File: config.mk
export PLATFORM = sky130hd
export DESIGN_NAME = dmac_chan
export DESIGN_NICKNAME = d
export VERILOG_FILES = /design/src/rtl/dmac_pkg.sv /design/src/rtl/dmac_engine.sv /design/src/rtl/dmac_regs.sv /design/src/rtl/dmac_chan.sv
export SDC_FILE = /design/constraint.sdc
export NUM_CORES = 1
export LEC_CHECK = 0
export ABC_AREA = 0
export BUFFER_PORTS_ARGS = -buffer_cell sky130_fd_sc_hd__buf_2
export CORE_AREA = 2 2 183 185
export DETAILED_ROUTE_END_ITERATION = 12
export DIE_AREA = 0 0 185 187
export PLACE_DENSITY = 0.62
export SLEW_MARGIN = 20
export SYNTH_ARGS = -nofsm -noshare
export SYNTH_HDL_FRONTEND = slang
export SYNTH_HIERARCHICAL = 1
export SYNTH_SLANG_ARGS = --single-unit
File: constraint.sdc
create_clock -name clk -period 7.03 [get_ports clk]
set_input_delay 1.406 -clock clk [delete_from_list [all_inputs] [get_ports clk]]
set_output_delay 1.406 -clock clk [all_outputs]
set_load 0.02 [all_outputs]
File: src/rtl/dmac_pkg.sv
package dmac_pkg;

    localparam int REG_W = 32;

    typedef enum logic [1:0] {
        ST_IDLE = 2'd0,
        ST_WAIT = 2'd1,
        ST_RD   = 2'd2,
        ST_WR   = 2'd3
    } eng_st_e;

    localparam logic [1:0] MODE_P2M = 2'b01;
    localparam logic [1:0] MODE_M2P = 2'b10;

    // register word indices (byte offset / 4)
    localparam int IDX_CTRL = 0;
    localparam int IDX_SRC  = 1;
    localparam int IDX_DST  = 2;
    localparam int IDX_CNT  = 3;
    localparam int IDX_CSRC = 4;
    localparam int IDX_CDST = 5;
    localparam int IDX_CCNT = 6;
    localparam int IDX_IE   = 7;
    localparam int IDX_STAT = 8;
    localparam int IDX_BUF  = 9;

endpackage

File: src/rtl/dmac_engine.sv
module dmac_engine
    import dmac_pkg::*;
#(
    parameter int AW     = 32,
    parameter int DW     = 32,
    parameter int CNT_W  = 16,
    parameter int CCNT_W = 24
) (
    input  logic              clk,
    input  logic              rst_n,
    input  logic              en,
    input  logic              srst,
    input  logic              trig,
    input  logic [1:0]        mode,
    input  logic [1:0]        sdir,
    input  logic [1:0]        ddir,
    input  logic [AW-1:0]     prog_src,
    input  logic [AW-1:0]     prog_dst,
    input  logic [CNT_W-1:0]  prog_cnt,
    input  logic              preq,
    output logic              pack,
    output logic              bm_req,
    output logic              bm_we,
    output logic [AW-1:0]     bm_addr,
    output logic [DW-1:0]     bm_wdata,
    input  logic [DW-1:0]     bm_rdata,
    input  logic              bm_ready,
    input  logic              bm_err,
    output logic [AW-1:0]     cur_src,
    output logic [AW-1:0]     cur_dst,
    output logic [CCNT_W-1:0] cur_cnt,
    output logic [DW-1:0]     buf_o,
    output logic              done_o,
    output logic              abort_o
);
    localparam int STEP = DW / 8;
    localparam int ALN  = $clog2(STEP);

    typedef struct packed {
        eng_st_e           st;
        logic [AW-1:0]     src;
        logic [AW-1:0]     dst;
        logic [CCNT_W-1:0] rem;
        logic [DW-1:0]     data;
        logic              blocked;
        logic              ack;
    } eng_t;

    eng_t q, d;
    logic paced, last;

    assign paced = (mode == MODE_P2M) || (mode == MODE_M2P);
    assign last  = (q.rem <= CCNT_W'(STEP));

    always_comb begin
        d        = q;
        d.ack    = 1'b0;
        done_o   = 1'b0;
        abort_o  = 1'b0;
        bm_req   = 1'b0;
        bm_we    = 1'b0;
        bm_addr  = q.src;
        bm_wdata = q.data;
        if (srst) begin
            d = '0;
        end else if (!en) begin
            d.st = ST_IDLE;
        end else begin
            unique case (q.st)
                ST_IDLE: begin
                    if (trig && !q.blocked) begin
                        d.src = {prog_src[AW-1:ALN], {ALN{1'b0}}};
                        d.dst = {prog_dst[AW-1:ALN], {ALN{1'b0}}};
                        d.rem = CCNT_W'(prog_cnt);
                        if (prog_cnt == '0) done_o = 1'b1;
                        else d.st = paced ? ST_WAIT : ST_RD;
                    end
                end
                ST_WAIT: begin
                    if (preq) d.st = ST_RD;
                end
                ST_RD: begin
                    bm_req = 1'b1;
                    if (bm_err) begin
                        d.st = ST_IDLE; d.blocked = 1'b1; abort_o = 1'b1;
                    end else if (bm_ready) begin
                        d.data = bm_rdata;
                        d.st   = ST_WR;
                    end
                end
                ST_WR: begin
                    bm_req  = 1'b1;
                    bm_we   = 1'b1;
                    bm_addr = q.dst;
                    if (bm_err) begin
                        d.st = ST_IDLE; d.blocked = 1'b1; abort_o = 1'b1;
                    end else if (bm_ready) begin
                        d.src = sdir[1] ? q.src : q.src + AW'(STEP);
                        d.dst = ddir[1] ? q.dst : q.dst + AW'(STEP);
                        d.rem = last ? '0 : q.rem - CCNT_W'(STEP);
                        d.ack = paced;
                        if (last) begin
                            done_o = 1'b1;
                            d.st   = ST_IDLE;
                        end else begin
                            d.st = paced ? ST_WAIT : ST_RD;
                        end
                    end
                end
                default: d.st = ST_IDLE;
            endcase
        end
    end

    always_ff @(posedge clk or negedge rst_n) begin
        if (!rst_n) q <= '0;
        else        q <= d;
    end

    assign pack    = q.ack;
    assign cur_src = q.src;
    assign cur_dst = q.dst;
    assign cur_cnt = q.rem;
    assign buf_o   = q.data;

endmodule

File: src/rtl/dmac_regs.sv
module dmac_regs
    import dmac_pkg::*;
#(
    parameter int AW     = 32,
    parameter int DW     = 32,
    parameter int CNT_W  = 16,
    parameter int CCNT_W = 24,
    parameter int RAW    = 6
) (
    input  logic              clk,
    input  logic              rst_n,
    input  logic              reg_we,
    input  logic [RAW-1:0]    reg_addr,
    input  logic [REG_W-1:0]  reg_wdata,
    output logic [REG_W-1:0]  reg_rdata,
    input  logic [AW-1:0]     cur_src,
    input  logic [AW-1:0]     cur_dst,
    input  logic [CCNT_W-1:0] cur_cnt,
    input  logic [DW-1:0]     buf_i,
    input  logic              done_i,
    input  logic              abort_i,
    output logic              ctl_en,
    output logic              ctl_srst,
    output logic              ctl_trig,
    output logic [1:0]        ctl_mode,
    output logic [1:0]        ctl_sdir,
    output logic [1:0]        ctl_ddir,
    output logic [AW-1:0]     prog_src,
    output logic [AW-1:0]     prog_dst,
    output logic [CNT_W-1:0]  prog_cnt,
    output logic              irq
);
    localparam int IW = RAW - 2;

    typedef struct packed {
        logic             en;
        logic             srst;
        logic [1:0]       mode;
        logic [1:0]       sdir;
        logic [1:0]       ddir;
        logic             trig;
        logic [AW-1:0]    src;
        logic [AW-1:0]    dst;
        logic [CNT_W-1:0] cnt;
        logic [1:0]       ie;
        logic [1:0]       st;
    } regs_t;

    regs_t q, d;
    logic [IW-1:0] idx;

    assign idx = reg_addr[RAW-1:2];

    always_comb begin
        d = q;
        if (q.srst) begin
            d.srst = 1'b0;
            d.en   = 1'b0;
        end
        if (reg_we) begin
            case (idx)
                IW'(IDX_CTRL): begin
                    d.en   = reg_wdata[0];
                    d.srst = reg_wdata[1];
                    d.mode = reg_wdata[3:2];
                    d.sdir = reg_wdata[5:4];
                    d.ddir = reg_wdata[7:6];
                    d.trig = reg_wdata[8];
                end
                IW'(IDX_SRC):  d.src = reg_wdata[AW-1:0];
                IW'(IDX_DST):  d.dst = reg_wdata[AW-1:0];
                IW'(IDX_CNT):  d.cnt = reg_wdata[CNT_W-1:0];
                IW'(IDX_IE):   d.ie  = reg_wdata[1:0];
                IW'(IDX_STAT): d.st  = q.st & ~reg_wdata[1:0];
                default: ;
            endcase
        end
        if (done_i) d.trig = 1'b0;
        d.st = d.st | {abort_i, done_i};
    end

    always_ff @(posedge clk or negedge rst_n) begin
        if (!rst_n) q <= '0;
        else        q <= d;
    end

    always_comb begin
        case (idx)
            IW'(IDX_CTRL): reg_rdata = REG_W'({q.trig, q.ddir, q.sdir, q.mode, q.srst, q.en});
            IW'(IDX_SRC):  reg_rdata = REG_W'(q.src);
            IW'(IDX_DST):  reg_rdata = REG_W'(q.dst);
            IW'(IDX_CNT):  reg_rdata = REG_W'(q.cnt);
            IW'(IDX_CSRC): reg_rdata = REG_W'(cur_src);
            IW'(IDX_CDST): reg_rdata = REG_W'(cur_dst);
            IW'(IDX_CCNT): reg_rdata = REG_W'(cur_cnt);
            IW'(IDX_IE):   reg_rdata = REG_W'(q.ie);
            IW'(IDX_STAT): reg_rdata = REG_W'(q.st);
            IW'(IDX_BUF):  reg_rdata = REG_W'(buf_i);
            default:       reg_rdata = '0;
        endcase
    end

    assign ctl_en   = q.en;
    assign ctl_srst = q.srst;
    assign ctl_trig = q.trig;
    assign ctl_mode = q.mode;
    assign ctl_sdir = q.sdir;
    assign ctl_ddir = q.ddir;
    assign prog_src = q.src;
    assign prog_dst = q.dst;
    assign prog_cnt = q.cnt;
    assign irq      = |(q.st & q.ie);

endmodule

File: src/rtl/dmac_chan.sv
module dmac_chan
    import dmac_pkg::*;
#(
    parameter int AW     = 32,
    parameter int DW     = 32,
    parameter int CNT_W  = 16,
    parameter int CCNT_W = 24,
    parameter int RAW    = 6
) (
    input  logic             clk,
    input  logic             rst_n,
    input  logic             reg_we,
    input  logic [RAW-1:0]   reg_addr,
    input  logic [REG_W-1:0] reg_wdata,
    output logic [REG_W-1:0] reg_rdata,
    output logic             bm_req,
    output logic             bm_we,
    output logic [AW-1:0]    bm_addr,
    output logic [DW-1:0]    bm_wdata,
    input  logic [DW-1:0]    bm_rdata,
    input  logic             bm_ready,
    input  logic             bm_err,
    input  logic             periph_req,
    output logic             periph_ack,
    output logic             irq
);
    logic              ctl_en, ctl_srst, ctl_trig;
    logic [1:0]        ctl_mode, ctl_sdir, ctl_ddir;
    logic [AW-1:0]     prog_src, prog_dst, cur_src, cur_dst;
    logic [CNT_W-1:0]  prog_cnt;
    logic [CCNT_W-1:0] cur_cnt;
    logic [DW-1:0]     buf_w;
    logic              done_p, abort_p;

    dmac_regs #(.AW(AW), .DW(DW), .CNT_W(CNT_W), .CCNT_W(CCNT_W), .RAW(RAW)) u_regs (
        .clk(clk), .rst_n(rst_n), .reg_we(reg_we), .reg_addr(reg_addr),
        .reg_wdata(reg_wdata), .reg_rdata(reg_rdata),
        .cur_src(cur_src), .cur_dst(cur_dst), .cur_cnt(cur_cnt), .buf_i(buf_w),
        .done_i(done_p), .abort_i(abort_p),
        .ctl_en(ctl_en), .ctl_srst(ctl_srst), .ctl_trig(ctl_trig),
        .ctl_mode(ctl_mode), .ctl_sdir(ctl_sdir), .ctl_ddir(ctl_ddir),
        .prog_src(prog_src), .prog_dst(prog_dst), .prog_cnt(prog_cnt), .irq(irq)
    );

    dmac_engine #(.AW(AW), .DW(DW), .CNT_W(CNT_W), .CCNT_W(CCNT_W)) u_eng (
        .clk(clk), .rst_n(rst_n), .en(ctl_en), .srst(ctl_srst), .trig(ctl_trig),
        .mode(ctl_mode), .sdir(ctl_sdir), .ddir(ctl_ddir),
        .prog_src(prog_src), .prog_dst(prog_dst), .prog_cnt(prog_cnt),
        .preq(periph_req), .pack(periph_ack),
        .bm_req(bm_req), .bm_we(bm_we), .bm_addr(bm_addr), .bm_wdata(bm_wdata),
        .bm_rdata(bm_rdata), .bm_ready(bm_ready), .bm_err(bm_err),
        .cur_src(cur_src), .cur_dst(cur_dst), .cur_cnt(cur_cnt), .buf_o(buf_w),
        .done_o(done_p), .abort_o(abort_p)
    );

endmodule

### Word level (Yosys, flattened, before mapping)

Index checks and enable logic that the tools add are counted.

| storage, ports and cells | value |
|---|---|
| bits in registers | 217 |
| input port bits | 76 |
| output and inout bits | 100 |
| logic and storage cells | 136 |

| cells by class | value |
|---|---|
| $add $sub $neg | 3 |
| magnitude comparators | 1 |
| eq/ne operators | 25 |
| muxes and demuxes | 57 |
| bitwise gates (word level) | 4 |
| reduce and logical (&&, ||, !) cells | 28 |

Operator list:

| cell | count |
|---|---|
| 32-bit two-way mux | 10 |
| 32-bit one-hot mux with 10 select lines | 1 |
| 90-bit two-way mux | 2 |
| 88-bit one-hot mux with 2 select lines | 1 |
| 124-bit two-way mux | 1 |
| 122-bit two-way mux | 1 |
| 93-bit two-way mux | 1 |
| 88-bit two-way mux | 1 |
| 32-bit by 3-bit adder with 32-bit output (second input constant) | 2 |
| 24-bit by 3-bit less-or-equal comparator with 1-bit output (second input constant) | 1 |
| 24-bit two-way mux | 1 |
| 24-bit by 3-bit subtractor with 24-bit output (second input constant) | 1 |
| 1-bit two-way mux | 23 |
| 2-bit two-way mux | 11 |
| 4-bit by 3-bit == test with 1-bit output (second input constant) | 4 |
| 16-bit zero test | 1 |
| 16-bit two-way mux | 1 |
| 2-bit nonzero test | 7 |
| 3-bit != test (second input constant) | 4 |
| 2-bit AND reduction | 6 |
| 6-bit AND reduction | 2 |
| 5-bit != test (second input constant) | 2 |
| 5-bit AND reduction | 2 |
| 9-bit two-way mux | 1 |
| 23 further kinds | 31 |

### Longest topological paths before layout

| logic depth | value |
|---|---|
| word-level depth | 9 |
| gate-level depth with buffers | 9 |
| depth with buffers taken out | 8 |

### Cells and area by module

The synthesis kept the hierarchy.

By module, submodules not included:

| module | times used | cells an instance | area each (µm²) | seq. area each (µm²) |
|---|---|---|---|---|
| dmac_engine | 1 | 1051 | 8549.4 | 3002.9 |
| dmac_regs | 1 | 533 | 5918.2 | 2327.2 |

### Least setup slack after synthesis

OpenSTA, ideal clock, no wires.

| path | value |
|---|---|
| kind | input -> output |
| start | input port reg_addr[2] |
| end | output port reg_rdata[17] |
| arrival time | 2886 ps |
| data required time | 5624 ps |
| setup slack | 2738 ps |
| stages | 5 |
| path buffers | 2 |
| path through | buf_4 -> buf_6 -> nor2b_1 -> a22oi_1 -> o311ai_0 |

| on the way | value |
|---|---|
| longest elaborated chain between the ends | 2 |
| elaborated cells on any way between the ends | 11 |
| those cells by class | eq/ne (9); mux (1); reduce/logical (1) |

RTL lines:

| what | RTL line | RTL |
|---|---|---|
| start: declaration | dmac_chan.sv:13 | `input logic [RAW-1:0] reg_addr,` |
| 4-bit == test (tied with other cells) | dmac_regs.sv:88 | `case (idx)` |
| 32-bit one-hot mux with 10 select lines (*) | dmac_regs.sv:88 |  |
| end: declaration | dmac_chan.sv:15 | `output logic [REG_W-1:0] reg_rdata,` |

Mark *: on every way between the ends. The rest lies on a longest branch, timed or not.

### Worst setup path in the final report

| path | value |
|---|---|
| start | input port reg_addr[4] |
| end | output port reg_rdata[12] |

The elaborated chain is that of the path after synthesis.

==> out/metrics.cfg <==
[place]
placed_area_um2=13900
globalplace.congestion=0.932
port_buffers=171
dp_hpwl_um=35000

[die]
io_pins=176
coreArea_um2=32900
fp-row-count=67
die_w_um=185
die-area_um2=34600
initial_core_util=0.439
die_h_um=187

[global_route]
grt_pass1_vias=11374
antenna_found_initial=3
overflow=0
grt_first_pass_wirelength_um=73300
grt_usage=0.279
grt_max_degree=79

[pwr]
power_leakage_nw=6.50
power.density_nw_per_um2=353
irDropWorstVdd_v=0.000194
power.total_w=0.00518

[sta]
fin_tns_setup_ns=0
holdWs_ns=0.511
period_minus_slack_ns=5.37
slew_headroom=0.210
rsz0062_at_grt=no
fin_crit_sh=0.764
slew_viol_final=0
fmax_ghz=0.186
hold_viol_final=0
worst_slew_pin_slew_ns=1.18
setup_violations=0
clock_skew_ns=0.0277

[min_path]
min_path_type=register to register

[clocking]
cts_tree=yes
ctsHoldBuffers=0
clk_latency_ns=0.56
cts_buffers=25
ctsResizeCount=0
path_clk_slew_ns=0.07
post-cts-setup-buffers=0
htree_num_levels=1
clockRootBuffer=clkbuf_16
clock_path_buffers=3
clock-sinks=213

[route]
num_vias=12289
drc_errors=0
drt-initial-drc-count=1579
drt_wl_total_um=48500
vias_per_cell=6.31
ant_nets=0
drt_pass1_iterations=6
avgRoutedWirePerCell_um=24.9

[finish]
layout-area-overhead-vs-synth_pct=1.89
multi_input_area_um2=6850
final_core_util=0.447
nFillCells=3273
final_nets=1567
layout_common_cells=nand2_1 (221), dfrtp_1 (212), buf_2 (170), mux2_2 (94), o21ai_0 (92)
drive_gt1_frac=0.249
final_common_cell=nand2_1
register_area_um2=5330
final_cell_area_um2=14700

[critical_path]
crit_type=primary input to output port
cp-start-kind=primary input
worstPathRequired_ns=5.62
end_kind=output port
arrival_ns=3.96
worstPathMaxFanout=23

[job]
max_cap_violations=0

[synth]
yosysWarnings=6
synthesis.area_um2=14400
synth_cells=1578
postSynthAreaPerCell_um2=9.14

[run_status]
status=completed

[per-stage QoR]
| stage | setup slack [ns] | cells |
|---|---|---|
| 3_3_place_gp | 1.78 | 1904 |
| 6_report | 1.66 | 1948 |
| 5_1_grt | 1.64 | 1948 |
| 3_5_place_dp | 1.79 | 1904 |
| 4_1_cts | 1.78 | 1946 |
| 2_1_floorplan | 2.74 | 1583 |
[final timing paths]
check	to	slack [ns]	cells after the start	startpoint
max in group asynchronous	u_regs/ctl_srst	4.73	2	rst_n
setup reg to reg	u_eng/cur_cnt[14]	3.85	8	u_eng/q[122]
min in group asynchronous	u_eng/cur_dst[26]	0.84	1	rst_n
hold reg to reg	u_eng/q[1]	0.51	1	u_eng/q[1]
setup / recovery	reg_rdata[12]	1.66	7	reg_addr[4]
hold / removal	u_eng/q[1]	0.51	1	u_eng/q[1]
[power by group]
part | leakage (nW) | switching, W | internal, W
sequential | 2.76 | 0.000660 | 0.00158
clock | 0.404 | 0.000553 | 0.000733
combinational | 3.33 | 0.000973 | 0.000678
[registers in the layout (all words and copies together) (netlist names)]
signal,cells
u_regs/q,4
u_eng/bm_wdata,32
u_regs/prog_src,32
u_eng/cur_cnt,24
u_eng/q,3
u_regs/ctl_sdir,2
u_eng/pack,1
u_regs/prog_cnt,16
u_eng/cur_dst,30
u_regs/ctl_mode,2
u_regs/ctl_srst,1
u_regs/ctl_ddir,2
u_regs/prog_dst,32
u_regs/ctl_trig,1
u_regs/ctl_en,1
u_eng/cur_src,30
[area by class of cell]
cell class	instances	share of cell area
multi-input cells	1024	0.466
flip-flops and latches	213	0.363
repair buffers	200	0.0737
clock buffers	34	0.0503
well taps	448	0.0381
inverters	19	0.00485
clock inverters	8	0.00375
diodes	2	0.000341
[layer usage]
metal	global-route usage	wire length [um]	vias up
met3	0.0664	5730	66
met4	0.0684	1020	0
met1	0.439	21800	6103
met5	0	0	-
li1	-	-	5339
met2	0.380	19900	781
[critical path: stages]
cell and delay (ns):
buf_2 0.40, buf_4 0.46, and3b_1 0.63, a22oi_1 0.27
or2_2 0.34, o211ai_1 0.21, buf_2 0.25
Note: power is estimated with default switching activity, not from simulation.
